**config.mk**
```make
export PLATFORM = sky130hd
export DESIGN_NAME = sideways_rom_target
export DESIGN_NICKNAME = d
export VERILOG_FILES = /design/src/rtl/sideways_pkg.sv /design/src/rtl/sideways_sync.sv /design/src/rtl/sideways_ctrl.sv /design/src/rtl/sideways_dp.sv /design/src/rtl/sideways_rom_target.sv
export SDC_FILE = /design/constraint.sdc
export NUM_CORES = 1
export LEC_CHECK = 0
export CAP_MARGIN = 20
export CORE_MARGIN = 4
export CORE_UTILIZATION = 40
export DETAILED_ROUTE_END_ITERATION = 10
export HOLD_SLACK_MARGIN = 0.03
export PLACE_DENSITY = 0.79
export SYNTH_ARGS = -nofsm -noshare
export SYNTH_HDL_FRONTEND = slang
export SYNTH_HIERARCHICAL = 1
export SYNTH_SLANG_ARGS = --single-unit
export TNS_END_PERCENT = 20
```
**constraint.sdc**
```tcl
create_clock -name clk -period 3.2 [get_ports clk]
set_input_delay 0.8 -clock clk [delete_from_list [all_inputs] [get_ports clk]]
set_output_delay 0.8 -clock clk [all_outputs]
set_load 0.1 [all_outputs]
```
**src/rtl/sideways_pkg.sv**
```systemverilog
package sideways_pkg;

  // Strobes from the sequencer to the datapath
  typedef struct packed {
    logic captureAddr;  // register memory address for a served read
    logic loadData;     // latch memory byte into the output register
    logic driveOn;      // enable the data-bus driver
    logic driveOff;     // release the data-bus driver
    logic sampleSlot;   // load the slot index from the data bus
  } strobes_t;

  typedef enum logic [2:0] {
    ST_IDLE,
    ST_FETCH,
    ST_DRIVE,
    ST_HOLD,
    ST_WSAMPLE
  } busState_t;

endpackage

```
**src/rtl/sideways_sync.sv**
```systemverilog
module sideways_sync #(
  parameter int WIDTH  = 2,
  parameter int STAGES = 2
) (
  input  logic             clk,
  input  logic             rstN,
  input  logic [WIDTH-1:0] din,
  output logic [WIDTH-1:0] dout
);

  logic [WIDTH-1:0] stage [STAGES];

  for (genvar g = 0; g < STAGES; g++) begin : gStage
    if (g == 0) begin : gFirst
      always_ff @(posedge clk or negedge rstN) begin
        if (!rstN) stage[g] <= '0;
        else       stage[g] <= din;
      end
    end else begin : gNext
      always_ff @(posedge clk or negedge rstN) begin
        if (!rstN) stage[g] <= '0;
        else       stage[g] <= stage[g-1];
      end
    end
  end

  assign dout = stage[STAGES-1];

endmodule

```
**src/rtl/sideways_ctrl.sv**
```systemverilog
module sideways_ctrl
  import sideways_pkg::*;
#(
  parameter int HOLD_CYCLES = 8,
  parameter int WR_DELAY    = 26,
  parameter int MEM_LAT     = 1,
  parameter int SYNC_STAGES = 2
) (
  input  logic     clk,
  input  logic     rstN,
  input  logic     phi0,
  input  logic     rnw,
  input  logic     readHit,
  input  logic     slotWriteHit,
  output logic     rnwSync,
  output strobes_t strobes
);

  localparam int MAX_A   = (HOLD_CYCLES > WR_DELAY) ? HOLD_CYCLES : WR_DELAY;
  localparam int CNT_MAX = (MAX_A > MEM_LAT) ? MAX_A : MEM_LAT;
  localparam int CNT_W   = $clog2(CNT_MAX + 1);
  localparam logic [CNT_W-1:0] HOLD_LAST = CNT_W'(HOLD_CYCLES - 1);
  localparam logic [CNT_W-1:0] WR_LAST   = CNT_W'(WR_DELAY - 1);
  localparam logic [CNT_W-1:0] LAT_END   = CNT_W'(MEM_LAT);
  localparam logic [CNT_W-1:0] CNT_TOP   = CNT_W'(CNT_MAX);

  logic [1:0] syncOut;
  logic       phi0Sync;
  logic       phi0Prev;
  logic       phi0Rise;
  logic       phi0Fall;

  sideways_sync #(.WIDTH(2), .STAGES(SYNC_STAGES)) uSync (
    .clk  (clk),
    .rstN (rstN),
    .din  ({phi0, rnw}),
    .dout (syncOut)
  );

  assign phi0Sync = syncOut[1];
  assign rnwSync  = syncOut[0];

  always_ff @(posedge clk or negedge rstN) begin
    if (!rstN) phi0Prev <= 1'b0;
    else       phi0Prev <= phi0Sync;
  end

  assign phi0Rise = phi0Sync & ~phi0Prev;
  assign phi0Fall = ~phi0Sync & phi0Prev;

  busState_t       state, nextState;
  logic [CNT_W-1:0] cnt;

  // Decision taken on a detected rise, shared by idle and hold states
  busState_t riseState;
  logic      riseCapture;

  always_comb begin
    riseState   = ST_IDLE;
    riseCapture = 1'b0;
    if (readHit) begin
      riseState   = ST_FETCH;
      riseCapture = 1'b1;
    end else if (slotWriteHit) begin
      riseState = ST_WSAMPLE;
    end
  end

  always_comb begin
    strobes   = '0;
    nextState = state;
    unique case (state)
      ST_IDLE: begin
        if (phi0Rise) begin
          nextState           = riseState;
          strobes.captureAddr = riseCapture;
        end
      end
      ST_FETCH: begin
        if (cnt == LAT_END) begin
          strobes.loadData = 1'b1;
          strobes.driveOn  = 1'b1;
          nextState        = ST_DRIVE;
        end
      end
      ST_DRIVE: begin
        if (phi0Fall) nextState = ST_HOLD;
      end
      ST_HOLD: begin
        if (phi0Rise) begin
          strobes.driveOff    = 1'b1;
          strobes.captureAddr = riseCapture;
          nextState           = riseState;
        end else if (cnt == HOLD_LAST) begin
          strobes.driveOff = 1'b1;
          nextState        = ST_IDLE;
        end
      end
      ST_WSAMPLE: begin
        if (phi0Fall || cnt == WR_LAST) begin
          strobes.sampleSlot = 1'b1;
          nextState          = ST_IDLE;
        end
      end
      default: nextState = ST_IDLE;
    endcase
  end

  always_ff @(posedge clk or negedge rstN) begin
    if (!rstN) begin
      state <= ST_IDLE;
      cnt   <= '0;
    end else begin
      state <= nextState;
      if (nextState != state) cnt <= '0;
      else if (cnt != CNT_TOP) cnt <= cnt + 1'b1;
    end
  end

endmodule

```
**src/rtl/sideways_dp.sv**
```systemverilog
module sideways_dp
  import sideways_pkg::*;
#(
  parameter int          SLOT_BITS   = 4,
  parameter int          ADDR_W      = 16,
  parameter int          DATA_W      = 8,
  parameter logic [15:0] SELECT_ADDR = 16'hFE05
) (
  input  logic                          clk,
  input  logic                          rstN,
  input  strobes_t                      strobes,
  input  logic [ADDR_W-1:0]             addr,
  input  logic                          rnwSync,
  input  logic [DATA_W-1:0]             dataIn,
  input  logic [(1<<SLOT_BITS)-1:0]     ownMask,
  input  logic [DATA_W-1:0]             memData,
  output logic                          readHit,
  output logic                          slotWriteHit,
  output logic [SLOT_BITS+ADDR_W-3:0]   memAddr,
  output logic [DATA_W-1:0]             dataOut,
  output logic                          dataOe
);

  localparam int SLOTS       = 1 << SLOT_BITS;
  localparam int OFFSET_BITS = ADDR_W - 2;

  logic [SLOT_BITS-1:0] slotReg;
  logic [SLOTS-1:0]     slotMatch;
  logic                 slotOwned;
  logic                 inWindow;
  logic                 unusedDataHi;

  assign unusedDataHi = ^dataIn[DATA_W-1:SLOT_BITS];

  // Window: top two address bits equal 2'b10
  assign inWindow = (addr[ADDR_W-1 -: 2] == 2'b10);

  for (genvar s = 0; s < SLOTS; s++) begin : gOwn
    assign slotMatch[s] = (slotReg == SLOT_BITS'(s)) & ownMask[s];
  end
  assign slotOwned = |slotMatch;

  assign readHit      = rnwSync & inWindow & slotOwned;
  assign slotWriteHit = ~rnwSync & (addr == SELECT_ADDR[ADDR_W-1:0]);

  always_ff @(posedge clk or negedge rstN) begin
    if (!rstN) begin
      slotReg <= '0;
      memAddr <= '0;
      dataOut <= '0;
      dataOe  <= 1'b0;
    end else begin
      if (strobes.sampleSlot)  slotReg <= dataIn[SLOT_BITS-1:0];
      if (strobes.captureAddr) memAddr <= {slotReg, addr[OFFSET_BITS-1:0]};
      if (strobes.loadData)    dataOut <= memData;
      if (strobes.driveOn)       dataOe <= 1'b1;
      else if (strobes.driveOff) dataOe <= 1'b0;
    end
  end

endmodule

```
**src/rtl/sideways_rom_target.sv**
```systemverilog
module sideways_rom_target
  import sideways_pkg::*;
#(
  parameter int SLOT_BITS   = 4,
  parameter int ADDR_W      = 16,
  parameter int DATA_W      = 8,
  parameter int HOLD_CYCLES = 8,
  parameter int WR_DELAY    = 26,
  parameter int MEM_LAT     = 1,
  parameter int SYNC_STAGES = 2,
  localparam int SLOTS      = 1 << SLOT_BITS,
  localparam int MEM_AW     = SLOT_BITS + ADDR_W - 2
) (
  input  logic              clk,
  input  logic              rstN,
  input  logic              phi0,
  input  logic              rnw,
  input  logic [ADDR_W-1:0] addr,
  input  logic [DATA_W-1:0] dataIn,
  input  logic [SLOTS-1:0]  ownMask,
  input  logic [DATA_W-1:0] memData,
  output logic [MEM_AW-1:0] memAddr,
  output logic [DATA_W-1:0] dataOut,
  output logic              dataOe
);

  strobes_t strobes;
  logic     rnwSync;
  logic     readHit;
  logic     slotWriteHit;

  sideways_ctrl #(
    .HOLD_CYCLES (HOLD_CYCLES),
    .WR_DELAY    (WR_DELAY),
    .MEM_LAT     (MEM_LAT),
    .SYNC_STAGES (SYNC_STAGES)
  ) uCtrl (
    .clk          (clk),
    .rstN         (rstN),
    .phi0         (phi0),
    .rnw          (rnw),
    .readHit      (readHit),
    .slotWriteHit (slotWriteHit),
    .rnwSync      (rnwSync),
    .strobes      (strobes)
  );

  sideways_dp #(
    .SLOT_BITS (SLOT_BITS),
    .ADDR_W    (ADDR_W),
    .DATA_W    (DATA_W)
  ) uDp (
    .clk          (clk),
    .rstN         (rstN),
    .strobes      (strobes),
    .addr         (addr),
    .rnwSync      (rnwSync),
    .dataIn       (dataIn),
    .ownMask      (ownMask),
    .memData      (memData),
    .readHit      (readHit),
    .slotWriteHit (slotWriteHit),
    .memAddr      (memAddr),
    .dataOut      (dataOut),
    .dataOe       (dataOe)
  );

endmodule

```
==> results.json <==
{
  "status": "finished, final reports clean",
  "cts_buffers": 5,
  "vias": 1613,
  "synth_nets": 227,
  "clk_latency_ns": 0.29,
  "crit_arrival_ns": 2.96,
  "hold_end": "uCtrl/uSync/dout[1]",
  "place.gp.congestion": 0.728,
  "finalSetupViolCount": 0,
  "synth.avg_cell_area_um2": 12.4,
  "detail_route.wl_per_cell_um": 14.2,
  "ctsHoldBuffers": 0,
  "gr-total-overflow": 0,
  "cap_violations": 0,
  "reg2reg_slack_ns": 0.68,
  "synthXorXnorAreaFrac_pct": 2.05,
  "clock_sinks": 44,
  "grt_use_total_pct": 14.0,
  "clk_pin_slew_ns": 0.08,
  "min_from": "uCtrl/uSync/stage[3]",
  "synth_top_family_by_area": "multiplexers",
  "synth_edf_count": 0,
  "grt_max_degree": 45,
  "synth_warnings": 6,
  "r2r-start": "uDp/slotReg[1]",
  "synth_top_area_cell": "dfrtp_1",
  "ys_ff_latch": 44,
  "yosys.area_share.simple_pct": 14.0,
  "critPathCaptureType": "flip-flop",
  "crit_fanout": 14,
  "hold_violations": 0,
  "rsz0062_at_grt": "false",
  "holdPathStages": 0,
  "synth-compound-area-share_pct": 7.31,
  "die_w_um": 81.2,
  "diodes": 0,
  "netlist-cell-type-count": 43,
  "start_util_pct": 41.7,
  "pre_cts_slack_ns": 0.0670,
  "postSynthCellCount": 172,
  "via_per_inst": 5.09,
  "yosysSeqAreaShare_pct": 51.4,
  "worstPathBufferInverterCount": 2,
  "path_cells": "clkdlybuf4s50_1 > mux4_2 > nand2b_1 > nand4_1 > a211oi_1 > nor4b_4 > buf_4 > mux2_1",
  "maxSlewViolCount": 0,
  "power_density_mw_per_mm2": 934,
  "clk_path_buf_depth": 2,
  "postCtsSetupRepairBufs": 0,
  "required_ns": 3.37,
  "max_stage_delay_ns": 0.45,
  "synth.top_cell.area_share_pct": 51.4,
  "final_util_pct": 57.7,
  "fin_worst_skew_ns": 0.00833,
  "rows": 26,
  "grt_antenna_before_repair": 0,
  "setup.worst_path.start_class": "input pin",
  "dieHeight_um": 81.2,
  "clock.fmax_mhz": 359,
  "synth_area_leaders": "dfrtp_1, mux2_1, mux2i_1",
  "ioPinCount": 79,
  "rr_worst_depth": 7,
  "core_mm2": 0.00514,
  "tns_ns": 0,
  "synth_adder_area_share_pct": 1.75,
  "layout.nets": 301,
  "cts_max_level": 2,
  "cts-root-buf": "clkbuf_8",
  "synth-main-ff-cell": "dfrtp_1",
  "syn_area_mm2": 0.00214,
  "route.final.wire_length_um": 4500,
  "dieArea_mm2": 0.00659,
  "postRouteAntennaNets": 0,
  "worstMarginPinSlew_ns": 0.961,
  "synth_mux_area_share_pct": 19.7,
  "hold_class": "reg2reg",
  "p_leak_uw": 0.00134,
  "drt_iter0_markers": 60,
  "fin_ws_ns": 0.418,
  "dr.pass1.iters": 4,
  "timing_worst_setup_path_type": "in2reg",
  "drive_above_1_share_pct": 19.8,
  "synthArstFlopShare_pct": 100,
  "grt_pass1_wl_um": 7130,
  "path_delay_family": "buffers and inverters",
  "drc_errors": 0,
  "finalCritPeriodShare_pct": 86.9,
  "post_cts_resize_count": 0,
  "min_period_ns": 2.78,
  "slowest_stage": "clkdlybuf4s50_1",
  "port_buffers": 74,
  "cts_tree": "built",
  "r2r-end": "uDp/memAddr[14]",
  "max-vdd-ir-drop_uv": 564,
  "dp_hpwl_um": 3500,
  "area_growth_pct": 38.5,
  "slew_headroom_pct": 36.0,
  "first_global_vias": 1595
}
logic make-up (layout without fill, tap and decap cells):
group / after synthesis / count (layout)
xor+xnor: 5 / 5
buf+inv: 15 / 90
flops: 44 / 44
fa+ha+maj: 3 / 3
mux: 36 / 36
simple gates: 50 / 50
compound gates: 19 / 19
synth_stat cells (3+ instances only):
| cell type | number |
|---|---|
| a21oi_1 | 4 |
| buf_2 | 4 |
| buf_4 | 3 |
| dfrtp_1 | 44 |
| ha_1 | 3 |
| inv_1 | 5 |
| mux2_1 | 28 |
| mux2i_1 | 5 |
| nand2_1 | 10 |
| nand2b_1 | 4 |
| nand3_1 | 5 |
| nor2_1 | 7 |
| nor3_1 | 8 |
| xor2_1 | 4 |
state kept, by name, summed over array words and instances, names as in the netlist:
name / cells
uDp/dataOut: 8
uDp/slotReg: 4
uCtrl/cnt: 5
uCtrl/uSync/stage: 2
uDp/dataOe: 1
uCtrl/phi0Prev: 1
uDp/memAddr: 18
uCtrl/state: 3
uCtrl/uSync/dout: 2
layout by cell type, fill, tap and decap left out, drive strengths merged, types with 2 or more instances in the layout:
cell type / synthesis / final
ha: 3 / 3
and3: 2 / 2
a21oi: 4 / 4
mux2: 29 / 29
xor2: 4 / 4
clkdlybuf4s50: 0 / 46
buf: 8 / 31
nand2: 11 / 11
nor4b: 3 / 3
o21bai: 2 / 2
nand4: 2 / 2
a211oi: 2 / 2
nand2b: 4 / 4
nand4b: 2 / 2
clkbuf: 2 / 6
o21ai: 3 / 3
mux2i: 5 / 5
mux4: 2 / 2
nand3: 5 / 5
nor3: 8 / 8
dfrtp: 44 / 44
nand3b: 2 / 2
nor2: 7 / 7
inv: 5 / 5
power breakdown:
part / leakage, uW / internal, uW / switching, uW
Sequential: 0.000563 / 715 / 137
Clock: 0.0000552 / 232 / 181
Combinational: 0.000721 / 396 / 1110
routing by layer:
layer	vias to the layer above	track usage, %	wire (um)
li1	766	-	-
met2	55	24.1	2150
met1	788	16.7	1920
met3	4	4.88	401
met5	-	0	0
met4	0	3.55	32
cell type report:
type	instances	area (um^2)
clock buffer	6	72.6
clock inverter	2	35.0
fill	462	2170
inverter	5	18.8
multi-input combinational	113	960
sequential	44	1100
tap	70	87.6
timing repair buffer	77	691
through the flow:
| step | instances | total power (uW) | hold WS [ns] | cell area, um^2 |
|---|---|---|---|---|
| 2_1_floorplan | 172 | 2030 | 0.331 | 2140 |
| 3_3_place_gp | 309 | 2350 | 0.333 | 2860 |
| 3_5_place_dp | 309 | 2380 | 0.335 | 2860 |
| 4_1_cts | 317 | 2800 | 0.353 | 2970 |
| 5_1_grt | 317 | 2910 | 0.361 | 2970 |
| 6_report | 317 | 2770 | 0.352 | 2970 |
worst max-delay path by stage:
stage | startpoint | endpoint | slack [ns] | depth (start not counted)
final | ownMask[15] | uDp/memAddr[14] | 0.42 | 8
after detailed placement | ownMask[15] | uDp/memAddr[5] | 0.07 | 8
after global routing | ownMask[9] | uCtrl/cnt[4] | 0.25 | 9
after CTS | ownMask[15] | uDp/memAddr[14] | 0.38 | 8
after floorplan | ownMask[11] | uDp/memAddr[0] | 0.55 | 8
after global placement | ownMask[11] | uDp/memAddr[11] | 0.11 | 8
No activity file was read; power rests on OpenSTA's default activity.
